## config.mk

```make
export PLATFORM = sky130hd
export DESIGN_NAME = step_seq_holdoff
export DESIGN_NICKNAME = d
export VERILOG_FILES = /design/src/rtl/shs_pkg.sv /design/src/rtl/shs_edge_det.sv /design/src/rtl/shs_holdoff.sv /design/src/rtl/shs_reset_ctl.sv /design/src/rtl/shs_step_ctr.sv /design/src/rtl/step_seq_holdoff.sv
export SDC_FILE = /design/constraint.sdc
export NUM_CORES = 1
export LEC_CHECK = 0
export BUFFER_PORTS_ARGS = -buffer_cell sky130_fd_sc_hd__buf_2
export CORE_MARGIN = 4
export CORE_UTILIZATION = 25
export CTS_CLUSTER_SIZE = 20
export DETAILED_ROUTE_END_ITERATION = 10
export HOLD_SLACK_MARGIN = 0.12
export PLACE_DENSITY = 0.42
export SLEW_MARGIN = 5
export SYNTH_ARGS = -nofsm -noshare
export SYNTH_HDL_FRONTEND = slang
export SYNTH_HIERARCHICAL = 1
export SYNTH_SLANG_ARGS = --single-unit
```

## constraint.sdc

```tcl
create_clock -name clk -period 3.4 [get_ports clk]
set_input_delay 0.17 -clock clk [delete_from_list [all_inputs] [get_ports clk]]
set_output_delay 0.17 -clock clk [all_outputs]
set_load 0.01 [all_outputs]
```

## src/rtl/shs_pkg.sv

```systemverilog
package shs_pkg;

    // Action the reset controller hands to the step counter for one tick
    typedef enum logic [1:0] {
        ACT_NONE    = 2'd0,
        ACT_CLEAR   = 2'd1,   // go to step 0, no strobe
        ACT_RESTART = 2'd2,   // go to step 0 with strobe (delayed reset commit)
        ACT_ADVANCE = 2'd3    // next step with strobe
    } step_act_e;

    typedef struct packed {
        logic pend;
    } ctl_state_t;

endpackage

```

## src/rtl/shs_edge_det.sv

```systemverilog
module shs_edge_det #(
    parameter int N = 2
) (
    input  logic         clk,
    input  logic         rst_n,
    input  logic         tick,
    input  logic [N-1:0] lvl,
    output logic [N-1:0] rise
);

    logic [N-1:0] prev_d, prev_q;

    always_comb begin
        prev_d = tick ? lvl : prev_q;
    end

    always_ff @(posedge clk or negedge rst_n) begin
        if (!rst_n) prev_q <= '0;
        else        prev_q <= prev_d;
    end

    for (genvar i = 0; i < N; i++) begin : g_bit
        assign rise[i] = tick & lvl[i] & ~prev_q[i];
    end

endmodule

```

## src/rtl/shs_holdoff.sv

```systemverilog
module shs_holdoff #(
    parameter int HOLD_TICKS = 48
) (
    input  logic clk,
    input  logic rst_n,
    input  logic tick,
    input  logic load,
    output logic open
);

    localparam int CNT_W = (HOLD_TICKS < 2) ? 1 : $clog2(HOLD_TICKS + 1);
    localparam logic [CNT_W-1:0] RELOAD = CNT_W'(HOLD_TICKS - 1);

    logic [CNT_W-1:0] cnt_d, cnt_q;

    always_comb begin
        cnt_d = cnt_q;
        if (load)
            cnt_d = RELOAD;
        else if (tick && cnt_q != '0)
            cnt_d = cnt_q - CNT_W'(1);
    end

    // power-up behaves as a reset edge at tick 0
    always_ff @(posedge clk or negedge rst_n) begin
        if (!rst_n) cnt_q <= RELOAD;
        else        cnt_q <= cnt_d;
    end

    assign open = (cnt_q == '0);

endmodule

```

## src/rtl/shs_reset_ctl.sv

```systemverilog
module shs_reset_ctl
    import shs_pkg::*;
(
    input  logic      clk,
    input  logic      rst_n,
    input  logic      tick,
    input  logic      rise_clk,
    input  logic      rise_rst,
    input  logic      run,
    input  logic      delayed_mode,
    input  logic      hold_open,
    output logic      load_hold,
    output step_act_e act
);

    ctl_state_t st_d, st_q;
    logic       accept;

    always_comb begin
        st_d      = st_q;
        act       = ACT_NONE;
        load_hold = 1'b0;
        accept    = rise_clk & run & hold_open;
        if (tick) begin
            if (!delayed_mode) begin
                st_d.pend = 1'b0;
                if (rise_rst) begin
                    act       = ACT_CLEAR;   // reset wins over a coincident clock
                    load_hold = 1'b1;
                end else if (accept) begin
                    act = ACT_ADVANCE;
                end
            end else begin
                if (accept && (rise_rst || st_q.pend)) begin
                    act       = ACT_RESTART;
                    st_d.pend = 1'b0;
                end else if (accept) begin
                    act = ACT_ADVANCE;
                end else if (rise_rst) begin
                    st_d.pend = 1'b1;
                end
            end
        end
    end

    always_ff @(posedge clk or negedge rst_n) begin
        if (!rst_n) st_q <= '0;
        else        st_q <= st_d;
    end

endmodule

```

## src/rtl/shs_step_ctr.sv

```systemverilog
module shs_step_ctr
    import shs_pkg::*;
#(
    parameter int MAX_STEPS = 16,
    localparam int STEP_W   = $clog2(MAX_STEPS),
    localparam int LEN_W    = $clog2(MAX_STEPS + 1)
) (
    input  logic              clk,
    input  logic              rst_n,
    input  step_act_e         act,
    input  logic [LEN_W-1:0]  seq_len,
    output logic [STEP_W-1:0] step,
    output logic              strobe
);

    typedef struct packed {
        logic [STEP_W-1:0] step;
        logic              strobe;
    } ctr_t;

    ctr_t              ctr_d, ctr_q;
    logic [STEP_W-1:0] last;

    always_comb begin
        if (seq_len == '0)
            last = '0;
        else if (seq_len >= LEN_W'(MAX_STEPS))
            last = STEP_W'(MAX_STEPS - 1);
        else
            last = STEP_W'(seq_len - LEN_W'(1));

        ctr_d        = ctr_q;
        ctr_d.strobe = 1'b0;
        unique case (act)
            ACT_CLEAR:   ctr_d.step = '0;
            ACT_RESTART: begin
                ctr_d.step   = '0;
                ctr_d.strobe = 1'b1;
            end
            ACT_ADVANCE: begin
                ctr_d.step   = (ctr_q.step >= last) ? '0 : ctr_q.step + STEP_W'(1);
                ctr_d.strobe = 1'b1;
            end
            default: ;
        endcase
    end

    always_ff @(posedge clk or negedge rst_n) begin
        if (!rst_n) ctr_q <= '0;
        else        ctr_q <= ctr_d;
    end

    assign step   = ctr_q.step;
    assign strobe = ctr_q.strobe;

endmodule

```

## src/rtl/step_seq_holdoff.sv

```systemverilog
module step_seq_holdoff
    import shs_pkg::*;
#(
    parameter int SAMPLE_RATE_HZ = 48000,
    parameter int HOLDOFF_US     = 1000,
    parameter int MAX_STEPS      = 16,
    localparam int STEP_W        = $clog2(MAX_STEPS),
    localparam int LEN_W         = $clog2(MAX_STEPS + 1),
    localparam int HOLD_RAW      = SAMPLE_RATE_HZ / 1000 * HOLDOFF_US / 1000,
    localparam int HOLD_TICKS    = (HOLD_RAW < 1) ? 1 : HOLD_RAW
) (
    input  logic              clk,
    input  logic              rst_n,
    input  logic              tick,
    input  logic              clk_in,
    input  logic              rst_in,
    input  logic              run,
    input  logic              delayed_mode,
    input  logic [LEN_W-1:0]  seq_len,
    output logic [STEP_W-1:0] step_idx,
    output logic              step_adv
);

    logic [1:0] rises;
    logic       rise_clk, rise_rst;
    logic       hold_open, load_hold;
    step_act_e  act;

    shs_edge_det #(.N(2)) u_edge (
        .clk   (clk),
        .rst_n (rst_n),
        .tick  (tick),
        .lvl   ({rst_in, clk_in}),
        .rise  (rises)
    );
    assign rise_clk = rises[0];
    assign rise_rst = rises[1];

    shs_holdoff #(.HOLD_TICKS(HOLD_TICKS)) u_hold (
        .clk   (clk),
        .rst_n (rst_n),
        .tick  (tick),
        .load  (load_hold),
        .open  (hold_open)
    );

    shs_reset_ctl u_ctl (
        .clk          (clk),
        .rst_n        (rst_n),
        .tick         (tick),
        .rise_clk     (rise_clk),
        .rise_rst     (rise_rst),
        .run          (run),
        .delayed_mode (delayed_mode),
        .hold_open    (hold_open),
        .load_hold    (load_hold),
        .act          (act)
    );

    shs_step_ctr #(.MAX_STEPS(MAX_STEPS)) u_ctr (
        .clk     (clk),
        .rst_n   (rst_n),
        .act     (act),
        .seq_len (seq_len),
        .step    (step_idx),
        .strobe  (step_adv)
    );

endmodule

```

* After elaboration in Yosys (flattened, before gate mapping)
Index checks and enable logic that the tools add are counted.
** Storage, ports and cells
- Register bits :: 14
- Word-level logic and storage cells :: 53
** Cells by class
- Order comparisons :: 2
- Equality and inequality tests :: 5
- Mux-type cells :: 19
- Add/sub/neg operators :: 3
- Bitwise gates (word level) :: 8
- Reduce and logical (&&, ||, !) cells :: 11
** Operators with widths (number)
- $mux W4 :: 3
- $mux W6 :: 2
- $mux W2 :: 5
- $mux W1 :: 8
- $pmux W4 S2 :: 1
- $and A1 B1 Y1 :: 6
- $logic_not A6 Y1 :: 1
- $reduce_bool A6 Y1 :: 1
- $sub A6 B1 Y6 const B :: 1
- $ge A5 B5 Y1 const B :: 1
- $logic_not A5 Y1 :: 1
- $add A4 B1 Y4 const B :: 1
- $eq A2 B2 Y1 const B :: 2
- $ge A4 B4 Y1 :: 1
- $reduce_bool A2 Y1 :: 2
- $reduce_or A2 Y1 :: 2
- $sub A4 B1 Y4 const B :: 1
- $ne A3 B1 Y1 const B :: 1
- $ne A3 B3 Y1 const B :: 1
- $reduce_and A3 Y1 :: 1
- $eq A2 B1 Y1 const B :: 1
- $logic_and A1 B1 Y1 :: 2
- $not A1 Y1 :: 2
- $logic_or A1 B1 Y1 :: 1

* Longest topological paths before layout
Gate-level depths: netlist (run 1).
- Word-level depth :: 11
- Mapped depth :: 11
- Mapped depth without buffers :: 11

* Modules after synthesis
The synthesis (run 1) kept the hierarchy.
** By module, submodules not included
- shs_step_ctr :: cells an instance 40, times used 1, seq. area each 125.1 µm², area an instance 415.4 µm²
- shs_holdoff :: cells an instance 40, times used 1, seq. area each 156.4 µm², area an instance 392.9 µm²
- shs_edge_det :: cells an instance 6, times used 1, seq. area each 50.0 µm², area an instance 92.6 µm²
- shs_reset_ctl :: cells an instance 10, times used 1, seq. area each 25.0 µm², area an instance 81.3 µm²

* Least setup slack after synthesis (run 1)
Ideal clock, no wire load.
- Path type :: flip-flop to flip-flop
- Start :: register u_hold.cnt_q[0]
- End :: register u_ctr.ctr_q, in the netlist u_ctr/step[0]
- Cell stages (with the launch flop) :: 11
- Slack :: 1.400 ns
- Period minus slack after synthesis :: 2.000 ns
- Arrival time :: 1.935 ns
- Setup time :: 0.065 ns
- Data required time :: 3.335 ns
- Path through :: dfstp_2 inv_1 ha_1 nand2b_1 nor2b_1 and4_1 a21oi_1 o32ai_1 nand2_1 a2111oi_4 mux2_4
** Between the ends
- Word-level cells in the longest chain between the ends :: 9
- Elaborated cells between the ends (all ways) :: 14
** RTL lines
- start: declaration :: RTL line shs_holdoff.sv:14 : logic [CNT_W-1:0] cnt_d, cnt_q;
- start signal: assignment :: RTL line shs_holdoff.sv:27 : else cnt_q <= cnt_d;
- $logic_not A6 Y1 (*) :: RTL line shs_holdoff.sv:30 : assign open = (cnt_q == '0);
- via hold_open :: RTL line step_seq_holdoff.sv:26 : logic hold_open, load_hold;
- $and A1 B1 Y1 (*) :: RTL line shs_reset_ctl.sv:23 : accept = rise_clk & run & hold_open;
- $mux W2 or $logic_and A1 B1 Y1 (tied branches) :: RTL line shs_reset_ctl.sv:30, shs_reset_ctl.sv:37, shs_reset_ctl.sv:34
- $mux W2, on equally long branches :: RTL line shs_reset_ctl.sv:27, shs_reset_ctl.sv:34
- $mux W2 (*) :: RTL line shs_reset_ctl.sv:25 : if (!delayed_mode) begin
- $mux W2 (*) :: RTL line shs_reset_ctl.sv:24 : if (tick) begin
- via act[0] :: RTL line step_seq_holdoff.sv:27 : step_act_e act;
- $eq A2 B1 Y1 or $eq A2 B2 Y1 (tied branches) :: RTL line shs_step_ctr.sv:34 : unique case (act)
- $reduce_or A2 Y1 (no source line)
- $pmux W4 S2 or $reduce_bool A2 Y1 (tied branches)
- end signal: assignment :: RTL line shs_step_ctr.sv:50 : else ctr_q <= ctr_d;
- end: declaration :: RTL line shs_step_ctr.sv:21 : ctr_t ctr_d, ctr_q;
Mark *: on every way through the listed nets, which the timed path passes. The rest lies on a longest branch.
A chain may end at the register's enable or synchronous reset.

* Worst setup path after layout (run 1)
Ends and elaborated chain as after synthesis.

==> results of run 1 <==
==> area by class of cell <==
type                       instances  area [um2]
timing repair buffer              17        90.1
tap                               48        60.1
sequential                        14         357
clock buffer                       4        55.1
inverter                           8        30.0
fill                             390        2540
multi-input combinational         72         588
==> power by group <==
group / internal (mW) / switching [mW] / leakage (nW)
registers: 0.233 / 0.0456 / 0.171
logic: 0.101 / 0.107 / 0.348
clock network: 0.103 / 0.0651 / 0.0288
total: 0.437 / 0.218 / 0.548
==> per-stage QoR <==
step | instances | hold slack [ns] | power (mW) | utilization | setup WS [ns]
final | 163 | 0.172 | 0.655 | 0.318 | 1.06
after global routing | 163 | 0.166 | 0.715 | 0.318 | 0.920
after CTS | 163 | 0.163 | 0.664 | 0.318 | 1.06
after detailed placement | 158 | 0.0952 | 0.490 | 0.300 | 1.09
after global placement | 158 | 0.0889 | 0.492 | 0.300 | 1.16
after floorplan | 96 | -0.126 | 0.434 | - | 1.40
==> registers in the layout, summed over array words and instances (netlist names) <==
register / flops
u_ctr/strobe: 1
u_hold/cnt_q: 6
u_ctl/st_q: 1
u_edge/prev_q: 2
u_ctr/step: 4
==> placed cells by master, fill, tap and decap left out, drive strengths merged, types with 2 or more instances in the layout <==
| cell type | count |
|---|---|
| a211oi | 3 |
| a21oi | 8 |
| a22o | 3 |
| and3b | 2 |
| and4 | 2 |
| buf | 16 |
| clkbuf | 4 |
| dfrtp | 9 |
| dfstp | 5 |
| ha | 9 |
| inv | 8 |
| mux2 | 3 |
| nand2 | 2 |
| nand4 | 2 |
| nor2 | 8 |
| nor2b | 3 |
| nor3 | 5 |
| nor4b | 2 |
| o31ai | 3 |
==> worst max-delay path, delay by kind of cell (launching register included) <==
family                     cells  cell delay (ns)
and+or+nand+nor                4             0.76
AOI/OAI and AO/OA              2             0.61
DFF                            1             0.38
muxes                          1             0.21
adders and majority gates      1             0.18
buffers and inverters          1             0.11
==> layer usage <==
metal	track usage	vias to the layer above	wire, um
li1	-	404	-
met1	0.114	359	1020
met2	0.138	15	929
met3	0.0341	2	106
met4	0.0188	0	8
met5	0	-	0
==> kinds of logic (layout without fill, tap and decap cells) <==
family,count (synthesis),count (layout),synth area share
AND/OR/NAND/NOR,34,34,0.223
AO/OA/AOI/OAI,23,23,0.195
flip-flops,14,14,0.363
buffers and inverters,10,29,0.0382
adder cells (fa/ha/maj),9,9,0.115
multiplexers,4,4,0.0484
XOR/XNOR,2,2,0.0178
==> worst max path at each step <==
stage | start | to | slack (ns) | cells after the start
2_1_floorplan | u_hold/cnt_q[0]$_DFFE_PN1P_ | u_ctr/step[0]$_DFFE_PN0P_ | 1.40 | 10
3_3_place_gp | u_hold/cnt_q[0]$_DFFE_PN1P_ | u_ctr/step[0]$_DFFE_PN0P_ | 1.16 | 10
3_5_place_dp | u_hold/cnt_q[0]$_DFFE_PN1P_ | u_ctr/step[0]$_DFFE_PN0P_ | 1.09 | 9
4_1_cts | u_hold/cnt_q[0]$_DFFE_PN1P_ | u_ctr/step[0]$_DFFE_PN0P_ | 1.06 | 9
5_1_grt | u_hold/cnt_q[0]$_DFFE_PN1P_ | u_ctr/step[0]$_DFFE_PN0P_ | 0.92 | 10
6_report | u_hold/cnt_q[0]$_DFFE_PN1P_ | u_ctr/step[0]$_DFFE_PN0P_ | 1.06 | 9
==> repair_timing <==
| action | 4_1_cts | 5_1_grt |
|---|---|---|
| endpoints found under the hold margin | 14 | 0 |
| setup endpoints to repair | 0 | 0 |
| hold buffers | 1 | 0 |
==> impl_results.md, run 1 <==
* Post-CTS Setup Repair Bufs at 0
* #FFs+latches synth at 14
* # DRC at 0
* CP Max Fanout at 6
* Worst slew pin tran at between 0.4 and 0.5 ns
* Initial Util at 0.264
* Die X at ~71 um
* Worst reg2reg setup slack at 1.06 ns
* Vias in the first global route at approximately 770
* Arr. time, crit path at around 2.5 ns
* Sum of negative setup slack at 0 ns
* Area growth, synth to finish at 20.1%
* Total track usage at 0.0878
* Largest net degree at the start of global routing at 20
* CP Capture Type: flop
* Crit share post-route at 0.688
* CTS root buffer: clkbuf_8
* Fmax at approximately 430 MHz
* Wire per inst at approximately 13 um
* Worst endpoint required time at 3.59 ns
* Final net count at 137
* Top area cells in the synthesized netlist: dfrtp_1 (23%), dfstp_2 (13%), ha_1 (11%)
* Worst rel slew slack at 0.729
* Yosys cell types at 39
* Num rows at 22
* RD Place Congestion at ~0.75
* Critical R2R Launch: u_hold/cnt_q[0]$_DFFE_PN1P_
* Via Count at between 700 and 800
* Hold Fails Final Rpt at 0
* Top cells by count, synth: dfrtp_1 (9), ha_1 (9), inv_1 (8), nor2_1 (8), a21oi_1 (7)
* HPWL Detailed at 1560 um
* Die H at between 70 and 80 um
* Worst-path cell chain: inv_1 > ha_1 > nand2b_1 > nor2b_1 > nand4_1 > o32ai_1 > nand2_1 > a2111oi_4 > mux2_4
* Crit path launch type: flop
* Cell count of the worst reg-to-reg path at 9
* WL final at just over 2000 um
* CORE AREA at around 3700 um2
* Initial antenna violation count at 0
* CTS Buf Count at 3
* CP max stage cell: dfstp_2
* Yosys warns at 6
* Clock transition at the registers of the reported paths at 0.06 ns
* Synth top area share at 0.229
* Worst r2r dst: u_ctr/step[0]$_DFFE_PN0P_
* Buffers on Ports at 16
* Clock Skew at roughly 0.0017 ns
* Via/cell ratio at 4.79
* Pleak at approximately 0.55 nW
* Endpoint of the worst hold path: u_edge/prev_q[1]$_DFFE_PN0P_
* CTS Sinks at 14
* ANT cells at 0
* Worst-Skew Late Latency at ~0.25 ns
* RSZ-0062 raised after global routing: no
* Drt initial violations at 24
* FFs w/ async S/R, synth at 1.00
* CTS tree: yes
* Fin. max-slew vios at 0
* Number of flops mapped to enable cells by yosys at 0
* Net count after synthesis at roughly 120
* I/O pin count at 17
* First-pass GRT wire length at 3530 um
* Clk buf depth at 2
* Remaining Overflow, GRT at 0
* Design area at 1180 um2
* Syn Area/Cell at a little over 10 um2
* Outcome: finished, final reports clean
* Final ANT Viol Nets at 0
* Register area share after synthesis at 0.363
* Post-cts resize count at 0
* Critical path class: reg2reg
* Die footprint at 5000 um2
* Post-DP Area at ~1100 um2
* Hold Startpoint: rst_in
* Synthesized area at just under 1000 um2
* Final min period at 2.34 ns
* HP Class: in2reg
* PD cells at 555 nW/um2
* Total of max-cap violations at 0
* Prevailing post-synth register cell: dfrtp_1
* Hold path cells at 2
* H-tree depth at 1
* # setup viols final at 0
* Max incr delay on CP at 0.38 ns
* Layout cell share with drive strength beyond 1 at 0.322
* Peak supply drop at between 0.2 and 0.3 mV
* Initial DRT Pass Iterations at 4
* Syn Inst Count at between 90 and 100
* Area leader, netlist: dfrtp_1
(Power assumes the default switching activity.)
==> run 2, diff against run 1 <==
- clock period: 3.4 -> 2.3 ns (I/O delays scaled with it)
==> run 2 against run 1 <==
  * Utilization grew 1.5 points
  * Clock skew rose by 0.0028 ns
  * Critical path depth increased by 1
  * Hold slack gained 0.024 ns
  * Largest cell class unchanged
  * Die area unchanged
  * Register-to-register slack lost 0.93 ns
  * Critical endpoint unchanged
  * Clock power grew 41%
  * Largest power group unchanged
  * Cell count is 2.5% higher
  * Worst setup slack worse by 0.93 ns
  * Sequential share of layout area decreased by 1.4 points
  * Non-clock buffer count increased by 4
  * Power increased by 52%
==> impl_results.md, run 2 (same netlist as run 1, synthesis figures left out) <==
* Multi-input logic area at 609 um2 (+3.6%)
* Clk pwr share at 0.237 (-0.019)
* Hold Fails Final Rpt at 0 (unchanged)
* CTS Buf Count at 3 (unchanged)
* Pleak at 0.571 nW (+4.3%)
* CTS root buffer: clkbuf_8
* Most frequent cells in the layout: buf_2 (16), dfrtp_1 (9), ha_1 (9), inv_1 (8), nor2_1 (8)
* Total of max-cap violations at 0 (unchanged)
* Wire per inst at 12.6 um (-0.88%)
* Fin. max-slew vios at 0 (unchanged)
* PD cells at 808 nW/um2 (+46%)
* Vias in the first global route at 784 (+2.0%)
* Final-layout fill cell count at 392 (+0.51%)
* Die footprint at 5000 um2 (unchanged)
* CTS tree: yes
* Register with the most flip-flops: u_hold/cnt_q
* Register area at 357 um2 (unchanged)
* Outcome: finished, final reports clean
* Placed insts at 160 (+1.3%)
* Worst-Skew Late Latency at 0.24 ns (about the same)
* Post-layout util at 0.333 (+0.0152)
* Max FFs per register at 6 (unchanged)
* First-pass GRT wire length at 3600 um (+2.0%)
* Crit path launch type: flop
* Peak supply drop at 0.346 mV (+24%)
* Die H at 70.7 um (unchanged)
* Crit share post-route at 0.942 (+0.254)
* # setup viols final at 0 (unchanged)
* Worst path depth at 10 (+1)
* Sequential power share at 0.424 (-0.002)
* Worst-path cell chain: inv_1 > ha_1 > nand2b_1 > nor2b_4 > and4_1 > a21oi_1 > o32ai_2 > nand2_1 > a2111oi_4 > mux2_4
* Largest net degree at the start of global routing at 20 (unchanged)
* Clk buf depth at 2 (unchanged)
* Cell Int Power at 0.667 mW (+52%)
* Worst r2r dst: u_ctr/step[0]$_DFFE_PN0P_
* Remaining Overflow, GRT at 0 (unchanged)
* Psw at 0.332 mW (+53%)
* Fmax at 462 MHz (+8.0%)
* Crit path from: u_hold/cnt_q[0]$_DFFE_PN1P_
* Total power at 0.999 mW (+52%)
* HPWL Detailed at 1590 um (+2.1%)
* Drt initial violations at 22 (-8.3%)
* Initial antenna violation count at 0 (unchanged)
* Commonest non-fill, non-tap cell in the layout: buf_2
* CORE AREA at 3720 um2 (unchanged)
* H-tree depth at 1 (unchanged)
* Via Count at 804 (+3.1%)
* # DRC at 0 (unchanged)
* Critical path class: reg2reg
* Area growth, synth to finish at 25.9%
* CP Capture Type: flop
* Worst slew pin tran at 0.387 ns (-0.0198 ns)
* Layout cell share with drive strength beyond 1 at 0.345 (+0.0228)
* Crit path max-delay family: simple AND/OR/NAND/NOR gates
* Die X at 70.7 um (unchanged)
* Buffers & Inverters on Critical Path at 1 (unchanged)
* CTS Sinks at 14 (unchanged)
* Comb power frac at 0.339 (+0.021)
* Clock Skew at 0.00446 ns (+0.00277 ns)
* Clock transition at the registers of the reported paths at 0.06 ns (about the same)
* Initial DRT Pass Iterations at 4 (unchanged)
* Final min period at 2.17 ns (-0.174 ns)
* Initial Util at 0.264 (unchanged)
* Worst Setup EP: u_ctr/step[0]$_DFFE_PN0P_
* Final ANT Viol Nets at 0 (unchanged)
* CP max stage cell: dfstp_2
* Max incr delay on CP at 0.38 ns (about the same)
* Buffers on Ports at 16 (unchanged)
* I/O pin count at 17 (unchanged)
* WL final at 2100 um (+1.6%)
* Num rows at 22 (unchanged)
* Final net count at 141 (+2.9%)
* Via/cell ratio at 4.81 (+0.61%)
* HP Class: in2reg
* Hold slack at 0.195 ns (+0.0236 ns)
* Worst rel slew slack at 0.742 (+0.0132)
* RD Place Congestion at 0.690 (-8.1%)
* Worst reg2reg setup slack at 0.13 ns (-0.93 ns)
* Final non-filler cell total at 167 (+2.5%)
* Cell count of the worst reg-to-reg path at 10 (+1)
* Worst endpoint required time at 2.49 ns (-1.10 ns)
* Arr. time, crit path at 2.35 ns (-0.18 ns)
* Net Sw Frac at 0.332 (about the same)
* Critical R2R Launch: u_hold/cnt_q[0]$_DFFE_PN1P_
* Total track usage at 0.0881 (+0.000293)
* ANT cells at 0 (unchanged)
* CP Max Fanout at 5 (-1)
run 2: changes by cell type in the layout (fill, tap and decap cells not counted), sizes merged:
cell         delta
buf             +2
dlygate4sd3     +2
run 2: layout make-up:
cell class | instances | area share
multi-input combinational | 72 | 0.493
sequential | 14 | 0.288
timing repair buffer | 21 | 0.101
tap | 48 | 0.0486
clock buffer | 4 | 0.0445
inverter | 8 | 0.0243
run 2: how the worst min path moves through the flow:
stage	start	to	slack (ns)	depth (start not counted)
after floorplan	rst_n	u_ctl/st_q$_DFFE_PN0P_	-0.18	0
after global placement	rst_n	u_hold/cnt_q[4]$_DFFE_PN0P_	0.03	1
after detailed placement	rst_n	u_hold/cnt_q[4]$_DFFE_PN0P_	0.04	1
after CTS	delayed_mode	u_ctl/st_q$_DFFE_PN0P_	0.17	3
after global routing	delayed_mode	u_ctl/st_q$_DFFE_PN0P_	0.21	3
final	delayed_mode	u_ctl/st_q$_DFFE_PN0P_	0.20	3
run 2: repair_timing:
item | 4_1_cts | 5_1_grt
endpoints found under the setup margin | 1 | 4
hold buffers | 3 | 0
setup buffers | 0 | 0
endpoints found under the hold margin | 16 | 0
resized for setup | 1 | 3
run 2: power by group through the flow:
stage	clock, mW	combinational, mW	sequential (mW)
detailed placement	0	0.319	0.417
global placement	0	0.321	0.418
global route	0.258	0.387	0.434
finish	0.237	0.339	0.423
CTS	0.249	0.328	0.413
floorplan	0	0.239	0.402
run 2: worst reg2reg max path, cell delays in order (launching register included):
cell,delay [ns]
dfstp_2,0.38
inv_1,0.12
ha_1,0.18
nand2b_1,0.13
nor2b_4,0.18
and4_1,0.23
a21oi_1,0.06
o32ai_2,0.16
nand2_1,0.14
a2111oi_4,0.31
mux2_4,0.22
run 2: metal layers:
metal,up-vias,share of wire,GRT usage
li1,409,-,-
met1,381,0.47,0.114
met2,12,0.49,0.143
met3,2,0.035,0.0256
met4,0,0.0038,0.0251
met5,-,0,0
run 2: metrics by stage:
step / cell area, um2 / setup TNS, ns / setup WS [ns]
3_3_place_gp: 1130 / 0 / 0.111
6_report: 1240 / 0 / 0.135
2_1_floorplan: 982 / 0 / 0.300
3_5_place_dp: 1130 / -0.00759 / -0.00759
4_1_cts: 1220 / 0 / 0.0446
5_1_grt: 1240 / -0.0137 / -0.0137
==> run 3, diff against run 2 <==
- CORE_MARGIN: 4 -> 3
==> run 3 against run 2 <==
  * Worst setup slack improved by 0.014 ns
  * Cell count increased by 0.60%
  * Power increased by 1.4%
  * Maximum frequency increased by 0.64%
  * Clock power increased by 2%
  * Die area decreased by 5.6%
  * Non-clock buffer count increased by 1
  * Utilization increased by 0.20 points
  * Routed wire length increased by 0.43%
  * Clock skew decreased by 0.0011 ns
  * Flip-flop and latch count unchanged
  * Count of clock-buffer cells in the layout unchanged
==> impl_results.md, run 3 (same netlist as run 1, synthesis figures left out) <==
* Outcome: finished, final reports clean
* Crit path launch type: flop
* # setup viols final at 0 (unchanged)
* Worst endpoint required time at 2.49 ns (about the same)
* Fmax at 465 MHz (+0.64%)
* Clk buf depth at 2 (unchanged)
* Comb power frac at 0.341 (+0.002)
* Placed insts at 160 (unchanged)
* Wire per inst at 12.5 um (-0.17%)
* Initial Util at 0.264 (unchanged)
* Pleak at 0.574 nW (+0.46%)
* Final ANT Viol Nets at 0 (unchanged)
* CP Capture Type: flop
* Die X at 68.7 um (-2.8%)
* Sum of negative setup slack at 0 ns (unchanged)
* Arr. time, crit path at 2.34 ns (about the same)
* Vias in the first global route at 801 (+2.2%)
* Worst-Skew Late Latency at 0.25 ns (about the same)
* Drt initial violations at 17 (-23%)
* Clk pwr share at 0.239 (+0.002)
* Net Sw Frac at 0.336 (+0.00335)
* Hold Fails Final Rpt at 0 (unchanged)
* # DRC at 0 (unchanged)
* Buffers on Ports at 16 (unchanged)
* Final-layout fill cell count at 378 (-3.6%)
* First-pass GRT wire length at 3690 um (+2.5%)
* Initial antenna violation count at 0 (unchanged)
* Largest net degree at the start of global routing at 20 (unchanged)
* Final min period at 2.15 ns (-0.0138 ns)
* Remaining Overflow, GRT at 0 (unchanged)
* CTS Buf Count at 3 (unchanged)
* CTS root buffer: clkbuf_8
* Worst setup margin at 0.148 ns (+0.0138 ns)
* Post-layout util at 0.335 (+0.00202)
* Dpl ws at 0.0295 ns (+0.0371 ns)
* HP Class: in2reg
* Max FFs per register at 6 (unchanged)
* Clock transition at the registers of the reported paths at 0.06 ns (about the same)
* Layout cell share with drive strength beyond 1 at 0.367 (+0.0221)
* CTS tree: yes
* Via/cell ratio at 4.77 (-0.97%)
* WL final at 2110 um (+0.43%)
* HPWL Detailed at 1610 um (+0.97%)
* Total power at 1.01 mW (+1.4%)
* I/O pin count at 17 (unchanged)
* Via Count at 801 (-0.37%)
* Worst slew pin tran at 0.396 ns (+0.00941 ns)
* Final net count at 142 (+0.71%)
* Total track usage at 0.106 (+0.0180)
* Peak supply drop at 0.293 mV (-15%)
* ANT cells at 0 (unchanged)
* Psw at 0.340 mW (+2.4%)
* Cell Int Power at 0.673 mW (+0.87%)
* Num rows at 22 (unchanged)
* Crit share post-route at 0.935 (-0.00602)
* CORE AREA at 3720 um2 (unchanged)
* Area growth, synth to finish at 26.6%
* Die H at 68.7 um (-2.8%)
* RSZ-0062 raised after global routing: no
* PD cells at 814 nW/um2 (+0.77%)
* Critical path class: reg2reg
* Most frequent cells in the layout: buf_2 (16), dfrtp_1 (9), ha_1 (9), nor2_1 (8), a21oi_1 (7)
* CTS Sinks at 14 (unchanged)
* Sequential power share at 0.420 (-0.004)
* Final non-filler cell total at 168 (+0.60%)
* Clock Skew at 0.00341 ns (-0.00105 ns)
* Total of max-cap violations at 0 (unchanged)
* CP Max Fanout at 5 (unchanged)
* Fin. max-slew vios at 0 (unchanged)
* Initial DRT Pass Iterations at 4 (unchanged)
* Commonest non-fill, non-tap cell in the layout: buf_2
* H-tree depth at 1 (unchanged)
* RD Place Congestion at 0.693 (+0.41%)
* Register with the most flip-flops: u_hold/cnt_q
* Die footprint at 4720 um2 (-5.6%)
* Worst rel slew slack at 0.736 (-0.00627)
run 3: cell type report:
class                           instances  area, um2  area share
Inverter                                8       30.0      0.0241
Multi-Input combinational cell         72        609       0.490
Timing Repair Buffer                   22        133       0.107
Sequential cell                        14        357       0.287
Tap cell                               48       60.1      0.0483
Clock buffer                            4       55.1      0.0443
run 3: critical path: stages (launching register included):
cell       delay [ns]
dfstp_2          0.39
inv_2            0.08
ha_1             0.16
nand2b_1         0.12
nor2b_4          0.15
and4_1           0.22
a21oi_1          0.07
o32ai_2          0.13
nand2_1          0.13
a2111oi_4        0.42
mux2_4           0.21
run 3: power groups by stage:
stage	logic, mW	clock network [mW]	registers (mW)
2_1_floorplan	0.239	0	0.402
3_3_place_gp	0.319	0	0.417
3_5_place_dp	0.323	0	0.417
4_1_cts	0.328	0.250	0.413
5_1_grt	0.393	0.265	0.436
6_report	0.345	0.242	0.426
run 3: repair_timing:
| item | CTS | global route |
|---|---|---|
| endpoints found under the hold margin | 16 | 0 |
| resized for setup | 0 | 6 |
| setup endpoints to repair | 0 | 4 |
| hold buffers | 3 | 0 |
| setup buffers | 0 | 1 |
run 3: through the flow:
step,hold slack (ns),instance area [um2]
after floorplan,-0.181,982
after global placement,0.0359,1130
after detailed placement,0.0329,1130
after CTS,0.168,1210
after global routing,0.214,1240
final,0.192,1240
run 3: final timing paths:
check                           slack [ns]  depth (start not counted)                           end                          from
worst max-delay path                  0.15                         10     u_ctr/step[0]$_DFFE_PN0P_   u_hold/cnt_q[0]$_DFFE_PN1P_
worst min-delay path                  0.19                          3        u_ctl/st_q$_DFFE_PN0P_                  delayed_mode
worst max register to register        0.15                         10     u_ctr/step[0]$_DFFE_PN0P_   u_hold/cnt_q[0]$_DFFE_PN1P_
worst min register to register        0.50                          1  u_edge/prev_q[1]$_DFFE_PN0P_  u_edge/prev_q[1]$_DFFE_PN0P_
max in group asynchronous             1.72                          2   u_hold/cnt_q[2]$_DFFE_PN1P_                         rst_n
min in group asynchronous             0.30                          2   u_hold/cnt_q[4]$_DFFE_PN0P_                         rst_n
run 3: routing by layer:
layer	up-vias	global-route usage	share of wire
met5	-	0	0
met2	11	0.168	0.47
met4	0	0.0372	0.012
met1	374	0.136	0.48
li1	411	-	-
met3	5	0.0324	0.039
